[src/rtl/vs_pkg.sv]
package vs_pkg;

   typedef enum logic [2:0] {
      REG_X_START = 3'd0,
      REG_Y_START = 3'd1,
      REG_INC_NN  = 3'd2,
      REG_INC_NEG = 3'd3,
      REG_ERR     = 3'd4,
      REG_MODE    = 3'd5,
      REG_LENGTH  = 3'd6
   } vs_reg_e;

   typedef struct packed {
      logic y_down;
      logic x_down;
      logic y_major;
      logic x_major;
   } vs_mode_t;

   localparam int NUM_AXES = 2;

endpackage

[src/rtl/vs_regs.sv]
module vs_regs
   import vs_pkg::*;
#(
   parameter int ERR_W  = 12,
   parameter int DATA_W = 16
) (
   input  logic                    clk,
   input  logic                    rst_n,
   input  logic                    wr_en,
   input  logic [2:0]              wr_addr,
   input  logic [DATA_W-1:0]       wr_data,
   input  logic                    busy,
   output logic                    accept,
   output logic [ERR_W-1:0]        inc_nn,
   output logic [ERR_W-1:0]        inc_neg,
   output vs_mode_t                mode
);

   assign accept = wr_en && !busy;

   always_ff @(posedge clk or negedge rst_n) begin
      if (!rst_n) begin
         inc_nn  <= '0;
         inc_neg <= '0;
         mode    <= '0;
      end else if (accept) begin
         case (wr_addr)
            REG_INC_NN:  inc_nn  <= wr_data[ERR_W-1:0];
            REG_INC_NEG: inc_neg <= wr_data[ERR_W-1:0];
            REG_MODE:    mode    <= vs_mode_t'(wr_data[3:0]);
            default:     ;
         endcase
      end
   end

   // Configuration is frozen for the whole draw.
   assert_cfg_frozen_R9: assert property (@(posedge clk) disable iff (!rst_n)
      busy && $past(busy) |-> $stable(inc_nn) && $stable(inc_neg) && $stable(mode));

endmodule

[src/rtl/vs_step_timer.sv]
module vs_step_timer #(
   parameter int DIV_AXIS   = 5,
   parameter int DIV_DIAG   = 7,
   parameter bit SPEED_COMP = 1'b1
) (
   input  logic clk,
   input  logic rst_n,
   input  logic start,
   input  logic busy,
   input  logic neg,
   output logic step
);

   localparam int DIV_MAX = (DIV_DIAG > DIV_AXIS) ? DIV_DIAG : DIV_AXIS;
   localparam int PH_W    = $clog2(DIV_MAX);

   logic [PH_W-1:0] phase;
   logic [PH_W-1:0] limit;

   generate
      if (SPEED_COMP) begin : g_comp
         assign limit = neg ? PH_W'(DIV_DIAG - 1) : PH_W'(DIV_AXIS - 1);
      end else begin : g_flat
         assign limit = PH_W'(DIV_AXIS - 1);
      end
   endgenerate

   assign step = busy && (phase == limit);

   always_ff @(posedge clk or negedge rst_n) begin
      if (!rst_n)               phase <= '0;
      else if (start || step)   phase <= '0;
      else if (busy)            phase <= phase + 1'b1;
   end

   assert_phase_bound_R7: assert property (@(posedge clk) disable iff (!rst_n)
      busy |-> phase <= PH_W'(DIV_MAX - 1));

endmodule

[src/rtl/vs_err_accum.sv]
module vs_err_accum #(
   parameter int ERR_W = 12
) (
   input  logic             clk,
   input  logic             rst_n,
   input  logic             load,
   input  logic [ERR_W-1:0] load_val,
   input  logic             step,
   input  logic [ERR_W-1:0] inc_nn,
   input  logic [ERR_W-1:0] inc_neg,
   output logic             neg
);

   logic [ERR_W-1:0] err_q;
   logic [ERR_W-1:0] addend;
   logic [ERR_W-1:0] sum;

   assign neg    = err_q[ERR_W-1];
   assign addend = neg ? inc_neg : inc_nn;
   assign sum    = err_q + addend;

   always_ff @(posedge clk or negedge rst_n) begin
      if (!rst_n)     err_q <= '0;
      else if (load)  err_q <= load_val;
      else if (step)  err_q <= sum;
   end

   // Between steps the error value holds.
   assert_err_hold_R6: assert property (@(posedge clk) disable iff (!rst_n)
      !step && !load |=> $stable(err_q));

endmodule

[src/rtl/vs_axis.sv]
module vs_axis #(
   parameter int POS_W = 10
) (
   input  logic             clk,
   input  logic             rst_n,
   input  logic             load,
   input  logic [POS_W-1:0] load_val,
   input  logic             step,
   input  logic             neg,
   input  logic             major,
   input  logic             down,
   output logic [POS_W-1:0] pos
);

   logic move;
   assign move = step && (major || neg);

   always_ff @(posedge clk or negedge rst_n) begin
      if (!rst_n)      pos <= '0;
      else if (load)   pos <= load_val;
      else if (move)   pos <= down ? pos - 1'b1 : pos + 1'b1;
   end

   assert_major_moves_R4: assert property (@(posedge clk) disable iff (!rst_n)
      step && major |=> pos != $past(pos));

   assert_minor_holds_R5: assert property (@(posedge clk) disable iff (!rst_n)
      step && !major && !neg && !load |=> $stable(pos));

endmodule

[src/rtl/vector_stepper.sv]
module vector_stepper
   import vs_pkg::*;
#(
   parameter int POS_W      = 10,
   parameter int ERR_W      = 12,
   parameter int LEN_W      = 12,
   parameter int DATA_W     = 16,
   parameter int DIV_AXIS   = 5,
   parameter int DIV_DIAG   = 7,
   parameter bit SPEED_COMP = 1'b1
) (
   input  logic              clk,
   input  logic              rst_n,
   input  logic              wr_en,
   input  logic [2:0]        wr_addr,
   input  logic [DATA_W-1:0] wr_data,
   output logic [POS_W-1:0]  x_pos,
   output logic [POS_W-1:0]  y_pos,
   output logic              busy,
   output logic              done
);

   localparam int GAP_W = $clog2(DIV_DIAG + DIV_AXIS) + 1;

   generate
      if (POS_W < 2 || POS_W > DATA_W)  begin : g_bad_pos  $error("POS_W out of range");  end
      if (ERR_W < 2 || ERR_W > DATA_W)  begin : g_bad_err  $error("ERR_W out of range");  end
      if (LEN_W < 1 || LEN_W > DATA_W)  begin : g_bad_len  $error("LEN_W out of range");  end
      if (DIV_AXIS < 2)                 begin : g_bad_div  $error("DIV_AXIS too small"); end
      if (SPEED_COMP && DIV_DIAG <= DIV_AXIS) begin : g_bad_ratio
         $error("DIV_DIAG must exceed DIV_AXIS");
      end
   endgenerate

   logic             accept;
   logic [ERR_W-1:0] inc_nn;
   logic [ERR_W-1:0] inc_neg;
   vs_mode_t         mode;
   logic             start;
   logic             err_load;
   logic             step;
   logic             neg;
   logic [LEN_W:0]   len_q;

   vs_regs #(.ERR_W(ERR_W), .DATA_W(DATA_W)) u_regs (
      .clk(clk), .rst_n(rst_n), .wr_en(wr_en), .wr_addr(wr_addr), .wr_data(wr_data),
      .busy(busy), .accept(accept), .inc_nn(inc_nn), .inc_neg(inc_neg), .mode(mode)
   );

   assign start    = accept && (wr_addr == REG_LENGTH);
   assign err_load = accept && (wr_addr == REG_ERR);

   // Length counter: idle while the top bit is set.
   always_ff @(posedge clk or negedge rst_n) begin
      if (!rst_n)      len_q <= '1;
      else if (start)  len_q <= {1'b0, wr_data[LEN_W-1:0]};
      else if (step)   len_q <= len_q - 1'b1;
   end

   assign busy = !len_q[LEN_W];

   always_ff @(posedge clk or negedge rst_n) begin
      if (!rst_n) done <= 1'b0;
      else        done <= step && (len_q == '0);
   end

   vs_step_timer #(.DIV_AXIS(DIV_AXIS), .DIV_DIAG(DIV_DIAG), .SPEED_COMP(SPEED_COMP)) u_timer (
      .clk(clk), .rst_n(rst_n), .start(start), .busy(busy), .neg(neg), .step(step)
   );

   vs_err_accum #(.ERR_W(ERR_W)) u_err (
      .clk(clk), .rst_n(rst_n), .load(err_load), .load_val(wr_data[ERR_W-1:0]),
      .step(step), .inc_nn(inc_nn), .inc_neg(inc_neg), .neg(neg)
   );

   logic [POS_W-1:0] pos_w [NUM_AXES];

   generate
      for (genvar a = 0; a < NUM_AXES; a++) begin : g_axis
         logic ld;
         logic maj;
         logic dn;
         assign ld  = accept && (wr_addr == ((a == 0) ? REG_X_START : REG_Y_START));
         assign maj = (a == 0) ? mode.x_major : mode.y_major;
         assign dn  = (a == 0) ? mode.x_down  : mode.y_down;
         vs_axis #(.POS_W(POS_W)) u_axis (
            .clk(clk), .rst_n(rst_n), .load(ld), .load_val(wr_data[POS_W-1:0]),
            .step(step), .neg(neg), .major(maj), .down(dn), .pos(pos_w[a])
         );
      end
   endgenerate

   assign x_pos = pos_w[0];
   assign y_pos = pos_w[1];

   // Checker-side count of clocks since the draw start or the previous step.
   logic [GAP_W-1:0] gap;
   always_ff @(posedge clk or negedge rst_n) begin
      if (!rst_n)              gap <= '0;
      else if (start || step)  gap <= '0;
      else if (busy)           gap <= gap + 1'b1;
   end

   generate
      if (SPEED_COMP) begin : g_gap_chk
         assert_step_gap_R7: assert property (@(posedge clk) disable iff (!rst_n)
            step |-> gap == (neg ? GAP_W'(DIV_DIAG - 1) : GAP_W'(DIV_AXIS - 1)));
      end
   endgenerate

   assert_len_dec_R3: assert property (@(posedge clk) disable iff (!rst_n)
      step |=> len_q == $past(len_q) - 1'b1);

   assert_done_on_fall_R8: assert property (@(posedge clk) disable iff (!rst_n)
      $fell(busy) |-> done);

   assert_done_single_R8: assert property (@(posedge clk) disable iff (!rst_n)
      done |=> !done);

   assert_no_start_busy_R9: assert property (@(posedge clk) disable iff (!rst_n)
      busy && wr_en |=> !(busy && $past(len_q) != len_q && !$past(step)));

endmodule

[config.mk]
export PLATFORM = sky130hd
export DESIGN_NAME = vector_stepper
export DESIGN_NICKNAME = d
export VERILOG_FILES = /design/src/rtl/vs_pkg.sv /design/src/rtl/vs_regs.sv /design/src/rtl/vs_step_timer.sv /design/src/rtl/vs_err_accum.sv /design/src/rtl/vs_axis.sv /design/src/rtl/vector_stepper.sv
export SDC_FILE = /design/constraint.sdc
export NUM_CORES = 1
export LEC_CHECK = 0
export BUFFER_PORTS_ARGS = -buffer_cell sky130_fd_sc_hd__buf_2
export CELL_PAD_IN_SITES_DETAIL_PLACEMENT = 2
export CELL_PAD_IN_SITES_GLOBAL_PLACEMENT = 2
export CORE_MARGIN = 5
export CORE_UTILIZATION = 44
export CTS_BUF_LIST = sky130_fd_sc_hd__clkbuf_4 sky130_fd_sc_hd__clkbuf_8
export DETAILED_ROUTE_END_ITERATION = 8
export PLACE_DENSITY = 0.88
export RECOVER_POWER = 25
export SETUP_SLACK_MARGIN = 0.2
export SYNTH_ARGS = -nofsm -noshare
export SYNTH_HDL_FRONTEND = slang
export SYNTH_HIERARCHICAL = 1
export SYNTH_SLANG_ARGS = --single-unit
export TNS_END_PERCENT = 100
[constraint.sdc]
create_clock -name clk -period 7.15 [get_ports clk]
set_input_delay 0.3575 -clock clk [delete_from_list [all_inputs] [get_ports clk]]
set_output_delay 0.3575 -clock clk [all_outputs]
set_load 0.01 [all_outputs]
==> impl_metrics.toml, run 1 <==
[run_status]
run_status = "complete, but fails checks"
violations = "max-capacitance violations, max-slew violations"

[sta]
grt_setup_unrepaired = "false"
max_freq_mhz = 258.3
final.period_utilization_pct = 54.14
final.hold.worst_slack_ns = 0.2381
finalSetupViolCount = 0
timing.max_slew.rel_slack_pct = -184.6
timing.final.hold_violations = 0
finalCriticalPeriod_ns = 3.871
timing.clock.skew_ns = 0.01143
final-max-slew-violation-count = 78
setup_total_negative_slack_ns = 0
timing_worst_slew_pin_value_ns = 4.270

[power_and_ir_drop]
design_power_total_mw = 2.709
total_power_per_unit_cell_area_nw_per_um2 = 488.5
maximum_resistive_drop_on_vdd_mv = 0.2902
leakage_nw = 2.357

[cells_and_area]
fin_nets = 576
layout-drive-gt1-share_pct = 27.57
fill_cells = 1172
flow.area_growth_from_synthesis_pct = 10.11
area_of_the_multi_input_gates_um2 = 2938
antenna_diode_count = 0
area.sequential_um2 = 1943

[worst_setup_path]
critPathArrivalTime_ns = 3.36
r2r_start = "u_err/err_q[11]"
critical_path.slowest_cell = "sky130_fd_sc_hd__clkbuf_1"
critical_path.endpoint_type = "asynchronous set/reset pin"
setup.worst_path.start_class = "primary input"
cp_slowest_stage_delay_ns = 2.95
critical_path_buf_inv_count = 1
setup.worst_path.start = "rst_n"
required_ns = 6.64
timing.critical_path.max_delay_family = "buffers and inverters"
crit_path_cell_trace = "clkbuf_1"
worstSetupPathType = "in2async"
cp_max_fo = 77

[clocking]
clock_insertion_delay_worst_skew_ns = 0.37
h-tree-depth = 3
postCtsSetupRepairBufs = 0
cts_made_buffers = 9
cts_tree = "done"
clock_path_buffers = 2
cts.sink_count = 77
clk_root_buffer_cell = "sky130_fd_sc_hd__clkbuf_8"
cts_resized = 0
worst_setup_hold_path_clk_slew_ns = 0.09
cts.hold.buffers_added = 0

[floorplanning]
die_width_um = 117.0
boundaryPins = 44
initial_core_util_pct = 44.48
dieArea_um2 = 13690
core-area_um2 = 11320
rows = 39
die_y_um = 117.0

[synthesis]
ys.flop_type = "sky130_fd_sc_hd__dfrtp_1"
synth_cell_types = 70
post-synth-top-area-cell = "sky130_fd_sc_hd__dfrtp_1"
synth_area_leaders = "sky130_fd_sc_hd__dfrtp_1, sky130_fd_sc_hd__ha_1, sky130_fd_sc_hd__mux2_2"
synth-warning-count = 6
netlist_instances = 480
synthesis.nets = 535
synth.ff_latch_count = 77
ys_seq_area_share_pct = 38.58
yosys.area.top_type_share_pct = 31.80
asyncSetResetFlopFracSynth_pct = 100.0
post_synth_instance_area_um2 = 5036
synth_area_per_inst_um2 = 10.49
synth_edf_count = 0

[routing]
avgViaCountPerCell = 6.057
detailedRoute.firstIterationViolations = 146
detailedRoute.firstPassIterationCount = 4
vias = 4052
drtAntennaViolNets = 0
wl_per_cell_um = 24.45
wl_mm = 16.36
drc = 0

[placement]
place.port_buffers = 39
detailedPlacementHpwl_mm = 11.12
gpl.final_weighted_congestion = 0.8706

[worst_hold_path]
worst_hold_path_type = "in2reg"
hold_start = "wr_data[11]"

[global_routing]
grt_antenna_before_repair = 0
number_of_global_route_vias_before_repair = 4639
track_usage_pct = 24.71
grt_pass1_wl_mm = 25.46
globalRoute.totalOverflow = 0
maximum_number_of_pins_on_one_net_before_global_route_repair = 78

[flow_run]
timing.max_cap.violations = 1
[path summary, 6_finish.rpt]
kind | slack, ns | end | cells after the start
hold / removal | 0.24 | len_q[11] | 3
max in group clk | 3.87 | u_err/err_q[10] | 10
setup reg to reg | 3.87 | u_err/err_q[10] | 10
hold reg to reg | 0.51 | u_regs/inc_neg[11] | 1
setup / recovery | 3.28 | g_axis[0].u_axis/pos[4] | 1
min in group asynchronous | 1.48 | g_axis[1].u_axis/pos[6] | 1
[layer usage]
layer	global-route usage (%)	share of wire, %	vias to the layer above
met3	4.730	3.0	38
met2	47.44	55	81
met5	0	0	-
met1	26.95	39	2097
li1	-	-	1836
met4	8.410	2.6	0
[logic make-up after synthesis]
logic type               Yosys count  synth area share, %
AND/OR/NAND/NOR                  136                15.88
AO/OA/AOI/OAI                    119                15.03
flip-flops                        77                38.58
multiplexers                      52                12.10
XOR/XNOR                          37                6.435
adder cells (fa/ha/maj)           33                8.646
buffers and inverters             26                3.329
[where the power goes]
group	leakage, nW	switching (mW)	internal, mW
sequential	0.911	0.212	0.654
combinational	1.35	0.818	0.669
clock	0.0940	0.190	0.165
total	2.36	1.22	1.49
[cells in the final DEF, fill, tap and decap left out, types with 6 or more instances in the layout]
cell | synthesis | layout
sky130_fd_sc_hd__a21oi_1 | 26 | 26
sky130_fd_sc_hd__dfstp_2 | 13 | 13
sky130_fd_sc_hd__clkbuf_8 | 2 | 9
sky130_fd_sc_hd__xor2_1 | 16 | 16
sky130_fd_sc_hd__inv_1 | 11 | 11
sky130_fd_sc_hd__nor2_1 | 18 | 18
sky130_fd_sc_hd__o21ai_1 | 6 | 6
sky130_fd_sc_hd__xnor2_1 | 21 | 21
sky130_fd_sc_hd__buf_4 | 2 | 6
sky130_fd_sc_hd__buf_2 | 2 | 38
sky130_fd_sc_hd__mux2i_1 | 11 | 11
sky130_fd_sc_hd__o21ai_0 | 35 | 35
sky130_fd_sc_hd__mux2_2 | 31 | 31
sky130_fd_sc_hd__a21o_1 | 9 | 9
sky130_fd_sc_hd__dfrtp_1 | 64 | 64
sky130_fd_sc_hd__mux2_4 | 10 | 10
sky130_fd_sc_hd__nand2_1 | 54 | 54
sky130_fd_sc_hd__nor3_1 | 7 | 7
sky130_fd_sc_hd__ha_1 | 30 | 30
[synthesized netlist by cell type (3+ instances only)]
cell type and n:
sky130_fd_sc_hd__mux2_2 31, sky130_fd_sc_hd__dfstp_2 13, sky130_fd_sc_hd__and4_4 3, sky130_fd_sc_hd__a211oi_1 5, sky130_fd_sc_hd__nand2_1 54, sky130_fd_sc_hd__o21ai_0 35, sky130_fd_sc_hd__a21o_1 9, sky130_fd_sc_hd__o221ai_1 5
sky130_fd_sc_hd__o21ai_1 6, sky130_fd_sc_hd__xor2_1 16, sky130_fd_sc_hd__inv_1 11, sky130_fd_sc_hd__ha_1 30, sky130_fd_sc_hd__o21ai_2 4, sky130_fd_sc_hd__or2_2 3, sky130_fd_sc_hd__o21a_1 3, sky130_fd_sc_hd__mux2_4 10
sky130_fd_sc_hd__and3b_1 3, sky130_fd_sc_hd__o211ai_1 4, sky130_fd_sc_hd__and3_1 3, sky130_fd_sc_hd__dfrtp_1 64, sky130_fd_sc_hd__fa_1 3, sky130_fd_sc_hd__xnor2_1 21, sky130_fd_sc_hd__buf_6 3, sky130_fd_sc_hd__o21bai_1 5
sky130_fd_sc_hd__clkbuf_1 4, sky130_fd_sc_hd__nor3_1 7, sky130_fd_sc_hd__a21oi_1 26, sky130_fd_sc_hd__nor2_1 18, sky130_fd_sc_hd__mux2i_1 11, sky130_fd_sc_hd__nand4_1 5, sky130_fd_sc_hd__nand3_1 5, sky130_fd_sc_hd__or3b_2 4
sky130_fd_sc_hd__o31ai_1 4
[registers in the layout, summed over array words and instances, names as in the netlist]
name,count
g_axis.u_axis/pos,20
len_q,13
u_err/err_q,12
u_regs/inc_neg,12
u_regs/inc_nn,12
u_regs/mode,4
u_timer/phase,3
done,1
[per-stage QoR]
step | cells | instance area (um^2) | setup WS (ns) | util, %
6_report | 669 | 5545 | 3.279 | 48.98
5_1_grt | 669 | 5545 | 2.385 | 48.98
4_1_cts | 669 | 5549 | 3.861 | 49.02
3_5_place_dp | 653 | 5344 | 3.882 | 47.20
3_3_place_gp | 653 | 5344 | 4.056 | 47.20
2_1_floorplan | 480 | 5036 | 4.613 | -
[worst min-delay path: cells and delay by family]
| family | cells | cell delay, ns |
|---|---|---|
| buffers and inverters | 1 | 0.13 |
| AND/OR/NAND/NOR | 1 | 0.07 |
| AO/OA/AOI/OAI | 1 | 0.05 |
[area by class of cell]
cell class | instances | share of cell area, %
inverters | 11 | 0.7446
well taps | 143 | 3.227
clock inverters | 7 | 1.467
multi-input cells | 377 | 52.98
repair buffers | 45 | 4.310
flip-flops and latches | 77 | 35.04
clock buffers | 9 | 2.234
Note: power is estimated with default switching activity, not from simulation.
==> inputs of run 2 (changes only) <==
--- a/config.mk
+++ b/config.mk
@@ -5,14 +5,15 @@
 export SDC_FILE = /design/constraint.sdc
 export NUM_CORES = 1
 export LEC_CHECK = 0
+export ABC_AREA = 1
 export BUFFER_PORTS_ARGS = -buffer_cell sky130_fd_sc_hd__buf_2
 export CELL_PAD_IN_SITES_DETAIL_PLACEMENT = 2
 export CELL_PAD_IN_SITES_GLOBAL_PLACEMENT = 2
 export CORE_MARGIN = 5
-export CORE_UTILIZATION = 44
+export CORE_UTILIZATION = 32
 export CTS_BUF_LIST = sky130_fd_sc_hd__clkbuf_4 sky130_fd_sc_hd__clkbuf_8
 export DETAILED_ROUTE_END_ITERATION = 8
-export PLACE_DENSITY = 0.88
+export PLACE_DENSITY = 0.78
 export RECOVER_POWER = 25
 export SETUP_SLACK_MARGIN = 0.2
 export SYNTH_ARGS = -nofsm -noshare
==> constraint.sdc (replaced) <==
create_clock -name clk -period 3.2 [get_ports clk]
set_input_delay 0.16 -clock clk [delete_from_list [all_inputs] [get_ports clk]]
set_output_delay 0.16 -clock clk [all_outputs]
set_load 0.01 [all_outputs]
==> impl_metrics.toml, run 2 <==
[worst_setup_path]
required_ns = 3.45
crit_path_cell_trace = "buf_4 > nand2_1 > nand2_1 > ha_1 > inv_1 > fa_1 > inv_1 > nand3_1 > nand3_2 > nand2_1 > nand2_1 > nand2_1 > nand3_1 > nand2_1"
cp_max_fo = 11
r2r_start = "u_err/err_q[11]"
critical_path_buf_inv_count = 3
setup.worst_path.start_class = "flop"
critical_path.slowest_cell = "sky130_fd_sc_hd__dfrtp_1"
crit_path_frequent_cell = "sky130_fd_sc_hd__nand2_1"
timing.rr.end = "u_err/err_q[8]"
rrSetupSlack_ns = 0.83
critPathArrivalTime_ns = 2.61
r2r_cells = 14
timing.critical_path.max_delay_family = "simple AND/OR/NAND/NOR gates"
critical_path.endpoint_type = "flop"
cp_slowest_stage_delay_ns = 0.50
worstSetupPathType = "reg2reg"

[clocking]
worst_setup_hold_path_clk_slew_ns = 0.08
cts.sink_count = 77
cts_made_buffers = 9
clock_path_buffers = 2
cts_tree = "done"
cts_resized = 0
clock_insertion_delay_worst_skew_ns = 0.37
clk_root_buffer_cell = "sky130_fd_sc_hd__clkbuf_8"
cts.hold.buffers_added = 1
postCtsSetupRepairBufs = 0
h-tree-depth = 3

[cells_and_area]
layout.cells.most_common = "sky130_fd_sc_hd__nand2_1"
area.sequential_um2 = 1943
fill_cells = 2091
register_with_the_most_flip_flops = "g_axis.u_axis/pos"
antenna_diode_count = 0
layout-drive-gt1-share_pct = 14.95
fin_nets = 887
finished_layout_cells = 1061
mostFrequentLayoutCells = "sky130_fd_sc_hd__nand2_1, sky130_fd_sc_hd__inv_1, sky130_fd_sc_hd__nand3_1"
flow.area_growth_from_synthesis_pct = 11.13
largest_register_ffs = 20
biggestRegsByFlops = "g_axis.u_axis/pos: 20 flops, len_q: 13 flops"
area_of_the_multi_input_gates_um2 = 3179

[global_routing]
globalRoute.totalOverflow = 0
grt_antenna_before_repair = 0
maximum_number_of_pins_on_one_net_before_global_route_repair = 38
track_usage_pct = 19.93
number_of_global_route_vias_before_repair = 6194
grt_pass1_wl_mm = 32.13

[synthesis]
synth_edf_count = 0
ys.flop_type = "sky130_fd_sc_hd__dfrtp_1"
ys_seq_area_share_pct = 34.72
synth_area_leaders = "sky130_fd_sc_hd__dfrtp_1, sky130_fd_sc_hd__nand2_1, sky130_fd_sc_hd__ha_1"
synth.ff_latch_count = 77
synthesis.nets = 842
netlist_instances = 787
yosys.area.top_type_share_pct = 28.62
post_synth_instance_area_um2 = 5597
synth_cell_types = 46
post-synth-top-area-cell = "sky130_fd_sc_hd__dfrtp_1"
synth_area_per_inst_um2 = 7.111
synth.cells.most_frequent = "sky130_fd_sc_hd__nand2_1, sky130_fd_sc_hd__inv_1, sky130_fd_sc_hd__nand3_1"
asyncSetResetFlopFracSynth_pct = 100.0
yosys.cell_count.top_type = "sky130_fd_sc_hd__nand2_1"
synth-warning-count = 6

[sta]
timing_worst_slew_pin_value_ns = 0.5800
max_freq_mhz = 422.2
finalSetupViolCount = 0
setup_total_negative_slack_ns = 0
grt_setup_unrepaired = "false"
timing.clock.skew_ns = 0.01041
timing.max_slew.rel_slack_pct = 61.29
final.period_utilization_pct = 74.01
final-max-slew-violation-count = 0
timing.final.hold_violations = 0
finalCriticalPeriod_ns = 2.368

[floorplanning]
dieArea_um2 = 20230
core-area_um2 = 17240
initial_core_util_pct = 32.47
boundaryPins = 44
die_width_um = 142.2
die_y_um = 142.2
rows = 48

[routing]
wl_per_cell_um = 18.29
detailedRoute.firstPassIterationCount = 4
wl_mm = 19.41
avgViaCountPerCell = 5.179
drc = 0
detailedRoute.firstIterationViolations = 177
vias = 5495
drtAntennaViolNets = 0

[placement]
place.detailed.instances = 1045
detailedPlacementHpwl_mm = 14.74
place.port_buffers = 39
gpl.final_weighted_congestion = 0.8097

[flow_run]
timing.max_cap.violations = 0

[worst_hold_path]
worst_hold_path_type = "in2reg"
hold_path_end = "u_regs/inc_neg[11]"
hold_start = "wr_data[11]"
timing.hold.worst_path_depth = 3

[power_and_ir_drop]
design_power_total_mw = 6.557
maximum_resistive_drop_on_vdd_mv = 0.3818
total_power_per_unit_cell_area_nw_per_um2 = 1054
leakage_nw = 3.264

[run_status]
run_status = "complete, no violations"
run 2: logic make-up (layout without fill, tap and decap cells):
family	after synthesis	count (layout)	share of synthesized area [%]
compound gates	79	79	9.502
flops	77	77	34.72
xor+xnor	13	13	2.034
simple gates	473	473	37.38
fa+ha+maj	33	33	7.780
buf+inv	112	161	8.585
run 2: power breakdown:
part	internal (mW)	switching (mW)
clock network	0.323	0.376
logic	1.47	2.58
registers	1.44	0.364
total	3.23	3.32
run 2: worst max-delay path by stage:
stage / startpoint / slack [ns] / cells after the start / to
global placement: u_err/err_q[11] / 0.92 / 14 / u_err/err_q[6]
detailed placement: u_err/err_q[11] / 0.85 / 14 / u_err/err_q[8]
CTS: u_err/err_q[11] / 0.83 / 14 / u_err/err_q[8]
finish: u_err/err_q[11] / 0.83 / 14 / u_err/err_q[8]
floorplan: len_q[12] / 0.92 / 11 / g_axis[1].u_axis/pos[9]
global route: u_err/err_q[11] / 0.67 / 14 / u_err/err_q[8]
run 2: worst min-delay path, cell delays in order:
cell,delay (ns)
sky130_fd_sc_hd__buf_2,0.14
sky130_fd_sc_hd__nand3_1,0.09
sky130_fd_sc_hd__nand2_1,0.05
run 2: layout make-up:
type,count,share of cell area [%]
clock inverters,2,0.1609
inverters,95,5.894
clock buffers,13,2.575
well taps,225,4.526
flip-flops and latches,77,31.24
repair buffers,51,4.486
multi-input cells,598,51.12
run 2: stage by stage:
stage          instance area [um^2]  hold WS [ns]  util, %  setup WS, ns
4_1_cts                        6231       0.08801    36.15        0.8283
2_1_floorplan                  5597       -0.1356        -        0.9248
5_1_grt                        6220        0.1237    36.08        0.6706
6_report                       6220        0.1102    36.08        0.8316
3_3_place_gp                   6051        0.1920    35.10        0.9212
3_5_place_dp                   6051        0.1920    35.10        0.8473
run 2: layer usage:
metal / routed length, um / global-route usage (%) / up-vias
met5: 0 / 0 / -
met4: 379 / 6.414 / 0
met3: 491 / 2.251 / 28
met2: 9732 / 35.33 / 76
met1: 8802 / 25.30 / 2755
li1: - / - / 2636
